$ cat src/rtl/bms_pkg.sv
package bms_pkg;

    typedef enum logic [1:0] {
        MODE_PENDING  = 2'd0,
        MODE_NORMAL   = 2'd1,
        MODE_MFG_TEST = 2'd2,
        MODE_FACTORY  = 2'd3
    } op_mode_e;

    typedef enum logic [1:0] {
        SEQ_SETTLE = 2'd0,
        SEQ_PROBE  = 2'd1,
        SEQ_FUSE   = 2'd2,
        SEQ_LOCKED = 2'd3
    } seq_state_e;

    localparam int unsigned ID_WORDS = 3;
    localparam int unsigned IDX_VID  = 0;
    localparam int unsigned IDX_PID  = 1;
    localparam int unsigned IDX_DID  = 2;

endpackage

$ cat src/rtl/bms_settle_timer.sv
module bms_settle_timer #(
    parameter int unsigned SETTLE_CYCLES = 16
) (
    input  logic clk,
    input  logic rst_n,
    output logic sample_o
);
    localparam int unsigned CNT_W = $clog2(SETTLE_CYCLES + 1);
    localparam logic [CNT_W-1:0] LAST = CNT_W'(SETTLE_CYCLES - 1);

    typedef struct packed {
        logic [CNT_W-1:0] cnt;
        logic             done;
    } tmr_t;

    tmr_t q, d;

    always_comb begin
        d        = q;
        sample_o = !q.done && (q.cnt == LAST);
        if (!q.done) begin
            if (sample_o) begin
                d.done = 1'b1;
            end else begin
                d.cnt = q.cnt + 1'b1;
            end
        end
    end

    always_ff @(posedge clk or negedge rst_n) begin
        if (!rst_n) begin
            q <= '0;
        end else begin
            q <= d;
        end
    end


    sample_single_chk: assert property (@(posedge clk) disable iff (!rst_n)
        sample_o |=> !sample_o);


    sample_retired_chk: assert property (@(posedge clk) disable iff (!rst_n)
        q.done |=> (q.done && !sample_o));

endmodule

$ cat src/rtl/bms_fuse_blank.sv
module bms_fuse_blank #(
    parameter int unsigned ID_W      = 16,
    parameter int unsigned NUM_WORDS = 3
) (
    input  logic [NUM_WORDS-1:0][ID_W-1:0] words_i,
    output logic                           blank_o
);
    logic [NUM_WORDS-1:0] nonzero;

    for (genvar i = 0; i < NUM_WORDS; i++) begin : g_word
        assign nonzero[i] = |words_i[i];
    end

    assign blank_o = ~|nonzero;

endmodule

$ cat src/rtl/bms_id_resolver.sv
module bms_id_resolver
    import bms_pkg::*;
#(
    parameter int unsigned ID_W    = 16,
    parameter int unsigned DEF_VID = 'h04B4,
    parameter int unsigned DEF_PID = 'h6830,
    parameter int unsigned DEF_DID = 'h0000
) (
    input  logic                          strap_low_i,
    input  logic                          cfg_present_i,
    input  logic                          fuse_blank_i,
    input  logic [ID_WORDS-1:0][ID_W-1:0] cfg_ids_i,
    input  logic [ID_WORDS-1:0][ID_W-1:0] fuse_ids_i,
    output op_mode_e                      mode_o,
    output logic [ID_WORDS-1:0][ID_W-1:0] ids_o
);
    logic [ID_WORDS-1:0][ID_W-1:0] def_ids;

    always_comb begin
        def_ids          = '0;
        def_ids[IDX_VID] = ID_W'(DEF_VID);
        def_ids[IDX_PID] = ID_W'(DEF_PID);
        def_ids[IDX_DID] = ID_W'(DEF_DID);
    end

    always_comb begin
        if (strap_low_i) begin
            mode_o = MODE_MFG_TEST;
            ids_o  = def_ids;
        end else if (cfg_present_i) begin
            mode_o = MODE_NORMAL;
            ids_o  = cfg_ids_i;
        end else if (fuse_blank_i) begin
            mode_o = MODE_FACTORY;
            ids_o  = def_ids;
        end else begin
            mode_o = MODE_NORMAL;
            ids_o  = fuse_ids_i;
        end
    end

endmodule

$ cat src/rtl/boot_mode_select.sv
module boot_mode_select
    import bms_pkg::*;
#(
    parameter int unsigned ID_W          = 16,
    parameter int unsigned SETTLE_CYCLES = 16,
    parameter int unsigned DEF_VID       = 'h04B4,
    parameter int unsigned DEF_PID       = 'h6830,
    parameter int unsigned DEF_DID       = 'h0000
) (
    input  logic            clk,
    input  logic            rst_n,
    input  logic            strap_level_i,
    input  logic            cfg_probe_done_i,
    input  logic            cfg_present_i,
    input  logic [ID_W-1:0] cfg_vid_i,
    input  logic [ID_W-1:0] cfg_pid_i,
    input  logic [ID_W-1:0] cfg_did_i,
    input  logic            fuse_valid_i,
    input  logic [ID_W-1:0] fuse_vid_i,
    input  logic [ID_W-1:0] fuse_pid_i,
    input  logic [ID_W-1:0] fuse_did_i,
    output logic [1:0]      mode_o,
    output logic            mode_valid_o,
    output logic [ID_W-1:0] vid_o,
    output logic [ID_W-1:0] pid_o,
    output logic [ID_W-1:0] did_o,
    output logic            storage_en_o,
    output logic            cfg_access_en_o
);
    typedef struct packed {
        seq_state_e                    st;
        op_mode_e                      mode;
        logic                          valid;
        logic [ID_WORDS-1:0][ID_W-1:0] ids;
    } sel_t;

    sel_t q, d;

    logic                          sample;
    logic                          fuse_blank;
    logic                          lock;
    logic                          res_strap_low;
    logic                          res_cfg_present;
    op_mode_e                      res_mode;
    logic [ID_WORDS-1:0][ID_W-1:0] cfg_ids;
    logic [ID_WORDS-1:0][ID_W-1:0] fuse_ids;
    logic [ID_WORDS-1:0][ID_W-1:0] res_ids;

    always_comb begin
        cfg_ids           = '0;
        cfg_ids[IDX_VID]  = cfg_vid_i;
        cfg_ids[IDX_PID]  = cfg_pid_i;
        cfg_ids[IDX_DID]  = cfg_did_i;
        fuse_ids          = '0;
        fuse_ids[IDX_VID] = fuse_vid_i;
        fuse_ids[IDX_PID] = fuse_pid_i;
        fuse_ids[IDX_DID] = fuse_did_i;
    end

    bms_settle_timer #(
        .SETTLE_CYCLES(SETTLE_CYCLES)
    ) u_timer (
        .clk     (clk),
        .rst_n   (rst_n),
        .sample_o(sample)
    );

    bms_fuse_blank #(
        .ID_W     (ID_W),
        .NUM_WORDS(ID_WORDS)
    ) u_blank (
        .words_i(fuse_ids),
        .blank_o(fuse_blank)
    );

    bms_id_resolver #(
        .ID_W   (ID_W),
        .DEF_VID(DEF_VID),
        .DEF_PID(DEF_PID),
        .DEF_DID(DEF_DID)
    ) u_resolve (
        .strap_low_i  (res_strap_low),
        .cfg_present_i(res_cfg_present),
        .fuse_blank_i (fuse_blank),
        .cfg_ids_i    (cfg_ids),
        .fuse_ids_i   (fuse_ids),
        .mode_o       (res_mode),
        .ids_o        (res_ids)
    );

    // Decide which source is consulted this cycle and whether to lock.
    always_comb begin
        res_strap_low   = 1'b0;
        res_cfg_present = 1'b0;
        lock            = 1'b0;
        unique case (q.st)
            SEQ_SETTLE: begin
                if (sample && !strap_level_i) begin
                    res_strap_low = 1'b1;
                    lock          = 1'b1;
                end
            end
            SEQ_PROBE: begin
                if (cfg_probe_done_i) begin
                    res_cfg_present = cfg_present_i;
                    lock            = cfg_present_i || fuse_valid_i;
                end
            end
            SEQ_FUSE:   lock = fuse_valid_i;
            SEQ_LOCKED: lock = 1'b0;
            default:    lock = 1'b0;
        endcase
    end

    // Next-state computation.
    always_comb begin
        d = q;
        unique case (q.st)
            SEQ_SETTLE: if (sample && strap_level_i) d.st = SEQ_PROBE;
            SEQ_PROBE:  if (cfg_probe_done_i && !lock) d.st = SEQ_FUSE;
            default:    d.st = q.st;
        endcase
        if (lock) begin
            d.st    = SEQ_LOCKED;
            d.mode  = res_mode;
            d.valid = 1'b1;
            d.ids   = res_ids;
        end
    end

    always_ff @(posedge clk or negedge rst_n) begin
        if (!rst_n) begin
            q.st    <= SEQ_SETTLE;
            q.mode  <= MODE_PENDING;
            q.valid <= 1'b0;
            q.ids   <= '0;
        end else begin
            q <= d;
        end
    end

    assign mode_o          = q.mode;
    assign mode_valid_o    = q.valid;
    assign vid_o           = q.ids[IDX_VID];
    assign pid_o           = q.ids[IDX_PID];
    assign did_o           = q.ids[IDX_DID];
    assign storage_en_o    = q.valid && (q.mode == MODE_NORMAL);
    assign cfg_access_en_o = q.valid &&
                             ((q.mode == MODE_MFG_TEST) || (q.mode == MODE_FACTORY));


    pending_quiet_chk: assert property (@(posedge clk) disable iff (!rst_n)
        !mode_valid_o |-> (mode_o == 2'd0 && vid_o == '0 && pid_o == '0 &&
                           did_o == '0 && !storage_en_o && !cfg_access_en_o));


    mfg_after_sample_chk: assert property (@(posedge clk) disable iff (!rst_n)
        ($rose(mode_valid_o) && mode_o == 2'd2) |-> $past(sample));


    mfg_iface_chk: assert property (@(posedge clk) disable iff (!rst_n)
        (mode_o == 2'd2) |-> (!storage_en_o && cfg_access_en_o &&
                              vid_o == ID_W'(DEF_VID) && pid_o == ID_W'(DEF_PID)));


    factory_ids_chk: assert property (@(posedge clk) disable iff (!rst_n)
        (mode_o == 2'd3) |-> (vid_o == ID_W'(DEF_VID) && pid_o == ID_W'(DEF_PID) &&
                              did_o == ID_W'(DEF_DID)));


    valid_sticky_chk: assert property (@(posedge clk) disable iff (!rst_n)
        mode_valid_o |=> mode_valid_o);


    locked_hold_chk: assert property (@(posedge clk) disable iff (!rst_n)
        mode_valid_o |=> ($stable(mode_o) && $stable(vid_o) &&
                          $stable(pid_o) && $stable(did_o)));

endmodule

$ cat config.mk
export PLATFORM = sky130hd
export DESIGN_NAME = boot_mode_select
export DESIGN_NICKNAME = d
export VERILOG_FILES = /design/src/rtl/bms_pkg.sv /design/src/rtl/bms_settle_timer.sv /design/src/rtl/bms_fuse_blank.sv /design/src/rtl/bms_id_resolver.sv /design/src/rtl/boot_mode_select.sv
export SDC_FILE = /design/constraint.sdc
export NUM_CORES = 1
export LEC_CHECK = 0
export BUFFER_PORTS_ARGS = -buffer_cell sky130_fd_sc_hd__buf_2
export CAP_MARGIN = 40
export CORE_MARGIN = 2
export CORE_UTILIZATION = 38
export CTS_CLUSTER_DIAMETER = 120
export DETAILED_ROUTE_END_ITERATION = 8
export PLACE_DENSITY = 0.7
export SETUP_SLACK_MARGIN = 0.3
export SLEW_MARGIN = 20
export SYNTH_ARGS = -nofsm -noshare
export SYNTH_HDL_FRONTEND = slang
export SYNTH_SLANG_ARGS = --single-unit
$ cat constraint.sdc
create_clock -name clk -period 1.7 [get_ports clk]
set_input_delay 0.085 -clock clk [delete_from_list [all_inputs] [get_ports clk]]
set_output_delay 0.085 -clock clk [all_outputs]
set_load 0.05 [all_outputs]
==> results.tsv <==
metric	value	unit
outcome	finished clean	
reg-to-reg endpoint	q[51]	
max-cap viol count	0	
Reg2Reg Setup Slack	0.04	ns
CTS tree	done	
CTS HTree Levels	3	
via count	2713	
# diodes	0	
area leader, netlist	dfrtp_1	
Seq/Total Area, Yosys	45.09	%
drt wl/cell	15.79	um
worst min path class	input port to flip-flop	
GRT overflow	0	
worst skew pair latency	0.34	ns
Final Wtd Congestion	0.8028	
Setup crit start kind	flip-flop	
Pwr Density	1003	mW/mm^2
Final ANT Viol Nets	0	
RSZ-0062 raised after global routing	true	
synth cell count leaders	dfrtp_1 (59), buf_4 (53), mux2i_1 (48)	
largest net degree at the start of global routing	60	
die height	96.83	um
initial antenna violation count	0	
flip-flop and latch count after synthesis	59	
slew margin rel.	67.46	%
Synth area leaders	dfrtp_1 (45%), mux2i_1 (15%), buf_4 (12%), nand3_1 (5.8%), o21ai_0 (5.0%)	
hold depth	3	
Ys Warns	0	
Hold Vio Cnt, Final	0	
Worst-path clk slew	0.07	ns
TritonRoute pass-1 iters	4	
initial core utilization	39.45	%
most numerous cell in the Yosys netlist	dfrtp_1	
I/O Buffers	154	
Pwr Total	4.324	mW
DRC errors left	0	
Pleak	2.408	nW
io pins	155	
Die W	96.83	um
post-synth net total	419	
Internal Pwr Total	2.732	mW
clock network fraction of total power	31.5	%
critical path type	flip-flop to flip-flop	
Reg power frac	39.0	%
Post-Synth Adder-Cell Area	0.7642	%
Arr. time, crit path	1.87	ns
Post-Synth XOR/XNOR Area	0.8024	%
Comb power frac	29.5	%
drt via density	5.024	
Worst Tran Pin Value	0.4837	ns
final WL	8525	um
share of cells above drive strength 1	53.33	%
Die Area	0.009375	mm^2
Yosys top cell area share	45.09	%
CP Capture Type	flip-flop	
Clock Path Buffers	2	
ys flop type	dfrtp_1	
clock skew	0.009293	ns
Peak Freq	0.6010	GHz
simple-gate portion of the synthesized area	12.07	%
vias in the first global route	2808	
hold_sp	cfg_vid_i[13]	
Synth-to-Final Area Change	31.64	%
final setup vio count	0	
largest family of logic cells by synthesized area	buffers and inverters	
FILL cells	764	
global-route usage over all layers	18.71	%
Unique masters post-synth	33	
critical path, cell by cell	ha_2 -> and3_4 -> ha_4 -> nor3b_4 -> buf_4 -> buf_6 -> a211oi_2 -> a31oi_1	
first-pass GRT wire length	14110	um
mux cell area share after synthesis	15.02	%
final critical-path share of the clock period	97.88	%
Netlist Area Pre-Place	0.003274	mm^2
Hold EP	vid_o[13]	
sw frac	36.81	%
post-synthesis compound-gate area fraction	10.66	%
worst-path maximum fanout	2	
length in cells of the worst reg-to-reg path	8	
post-placement cell count	518	
Async S/R FF share, synth	100.0	%
initial detailed-routing violation count	95	
Worst IR Drop VDD	0.6091	mV
syn_area_per_cell	10.39	um^2
Post-synth EDFFs	0	
Psw	1.592	mW
Hold WS	0.02326	ns
total core area	0.008299	mm^2
worst flop-to-flop path startpoint	u_timer.q[2]	
clock sink count	59	
Slowest-stage cell, CP	dfrtp_1	
net total in the final layout	534	
Tmin final	1.664	ns
Cell Rows	33	
CTS Buf Count	9	
Cells after Synth	315	
critical path data required time	1.90	ns
DP HPWL	6469	um
CP peak stage delay	0.39	ns
max-slew violations	0	
root buffer cell	clkbuf_8	
Final Non-Filler Cells	540	
metal layers:
metal / part of all wire (%) / GRT usage (%)
met5: 0 / 0
met4: 2.0 / 7.151
met3: 4.9 / 3.757
met2: 50 / 30.98
met1: 43 / 24.16
logic make-up (layout without fill, tap and decap cells):
group / after synthesis / in the layout
buffers and inverters: 73 / 193
and+or+nand+nor: 72 / 72
DFF: 59 / 59
AOI/OAI and AO/OA: 57 / 57
muxes: 49 / 49
xor gates and xnor gates: 3 / 3
adders and majority gates: 2 / 2
worst max path at each step:
stage,start,endpoint,cells after the start
after floorplan,u_timer.q[1],pid_o[4],8
after global placement,u_timer.q[2],mode_valid_o,7
after detailed placement,u_timer.q[2],mode_valid_o,7
after CTS,u_timer.q[2],did_o[2],8
after global routing,u_timer.q[1],vid_o[1],8
final,u_timer.q[2],q[51],8
sequential cells by signal, indices dropped and copies added (netlist names):
signal,count
mode_o,2
pid_o,16
q,2
u_timer.q,6
vid_o,16
did_o,16
mode_valid_o,1
layout make-up:
| cell class | instances | area (um^2) | share of cell area (%) |
|---|---|---|---|
| multi-input cells | 183 | 1490 | 34.57 |
| clock buffers | 12 | 165.2 | 3.832 |
| flip-flops and latches | 59 | 1478 | 34.28 |
| well taps | 105 | 131.4 | 3.048 |
| clock inverters | 4 | 47.55 | 1.103 |
| repair buffers | 174 | 987.2 | 22.90 |
| inverters | 3 | 11.26 | 0.2612 |
power groups by stage:
stage               sequential (mW)  clock, mW  combinational (mW)
floorplan                      1.69          0                1.12
global placement               1.70          0                1.25
detailed placement             1.71          0                1.27
CTS                            1.68       1.38                1.27
global route                   1.71       1.47                1.35
finish                         1.69       1.36                1.27
placed cells by master (no fill, tap or decap), types with 4 or more instances in the layout:
cell and n:
nand2_1 4, buf_2 154, mux2i_1 48, buf_4 11, nor4_1 12, nand3_2 24, dfrtp_1 58, o21ai_2 5
o21ai_1 33, buf_12 4, clkbuf_8 12, nand3_1 14, a2bb2oi_1 10
worst max-delay path: cells and delay by family, from the launching register on:
kind                       cells  cell delay, ns
buffers and inverters          2            0.25
AOI/OAI and AO/OA              2            0.22
DFF                            1            0.39
and+or+nand+nor                2            0.34
adders and majority gates      2            0.34
timing repair:
action / CTS / global route
endpoints found under the setup margin: 59 / 59
setup buffers: 1 / 3
endpoints found under the hold margin: 60 / 0
pin swaps: 0 / 4
gates resized for setup: 4 / 19
hold buffers: 2 / 0
stage by stage:
stage | TNS, ns | setup WS [ns] | utilization [%] | area, um^2
global placement | 0 | 0.003698 | 47.61 | 3951
detailed placement | -0.03085 | -0.03085 | 47.61 | 3951
global route | -0.9202 | -0.07509 | 51.94 | 4310
finish | 0 | 0.03610 | 51.94 | 4310
CTS | 0 | 0.04772 | 50.72 | 4209
floorplan | 0 | 0.1073 | - | 3432
(Power assumes the default switching activity.)
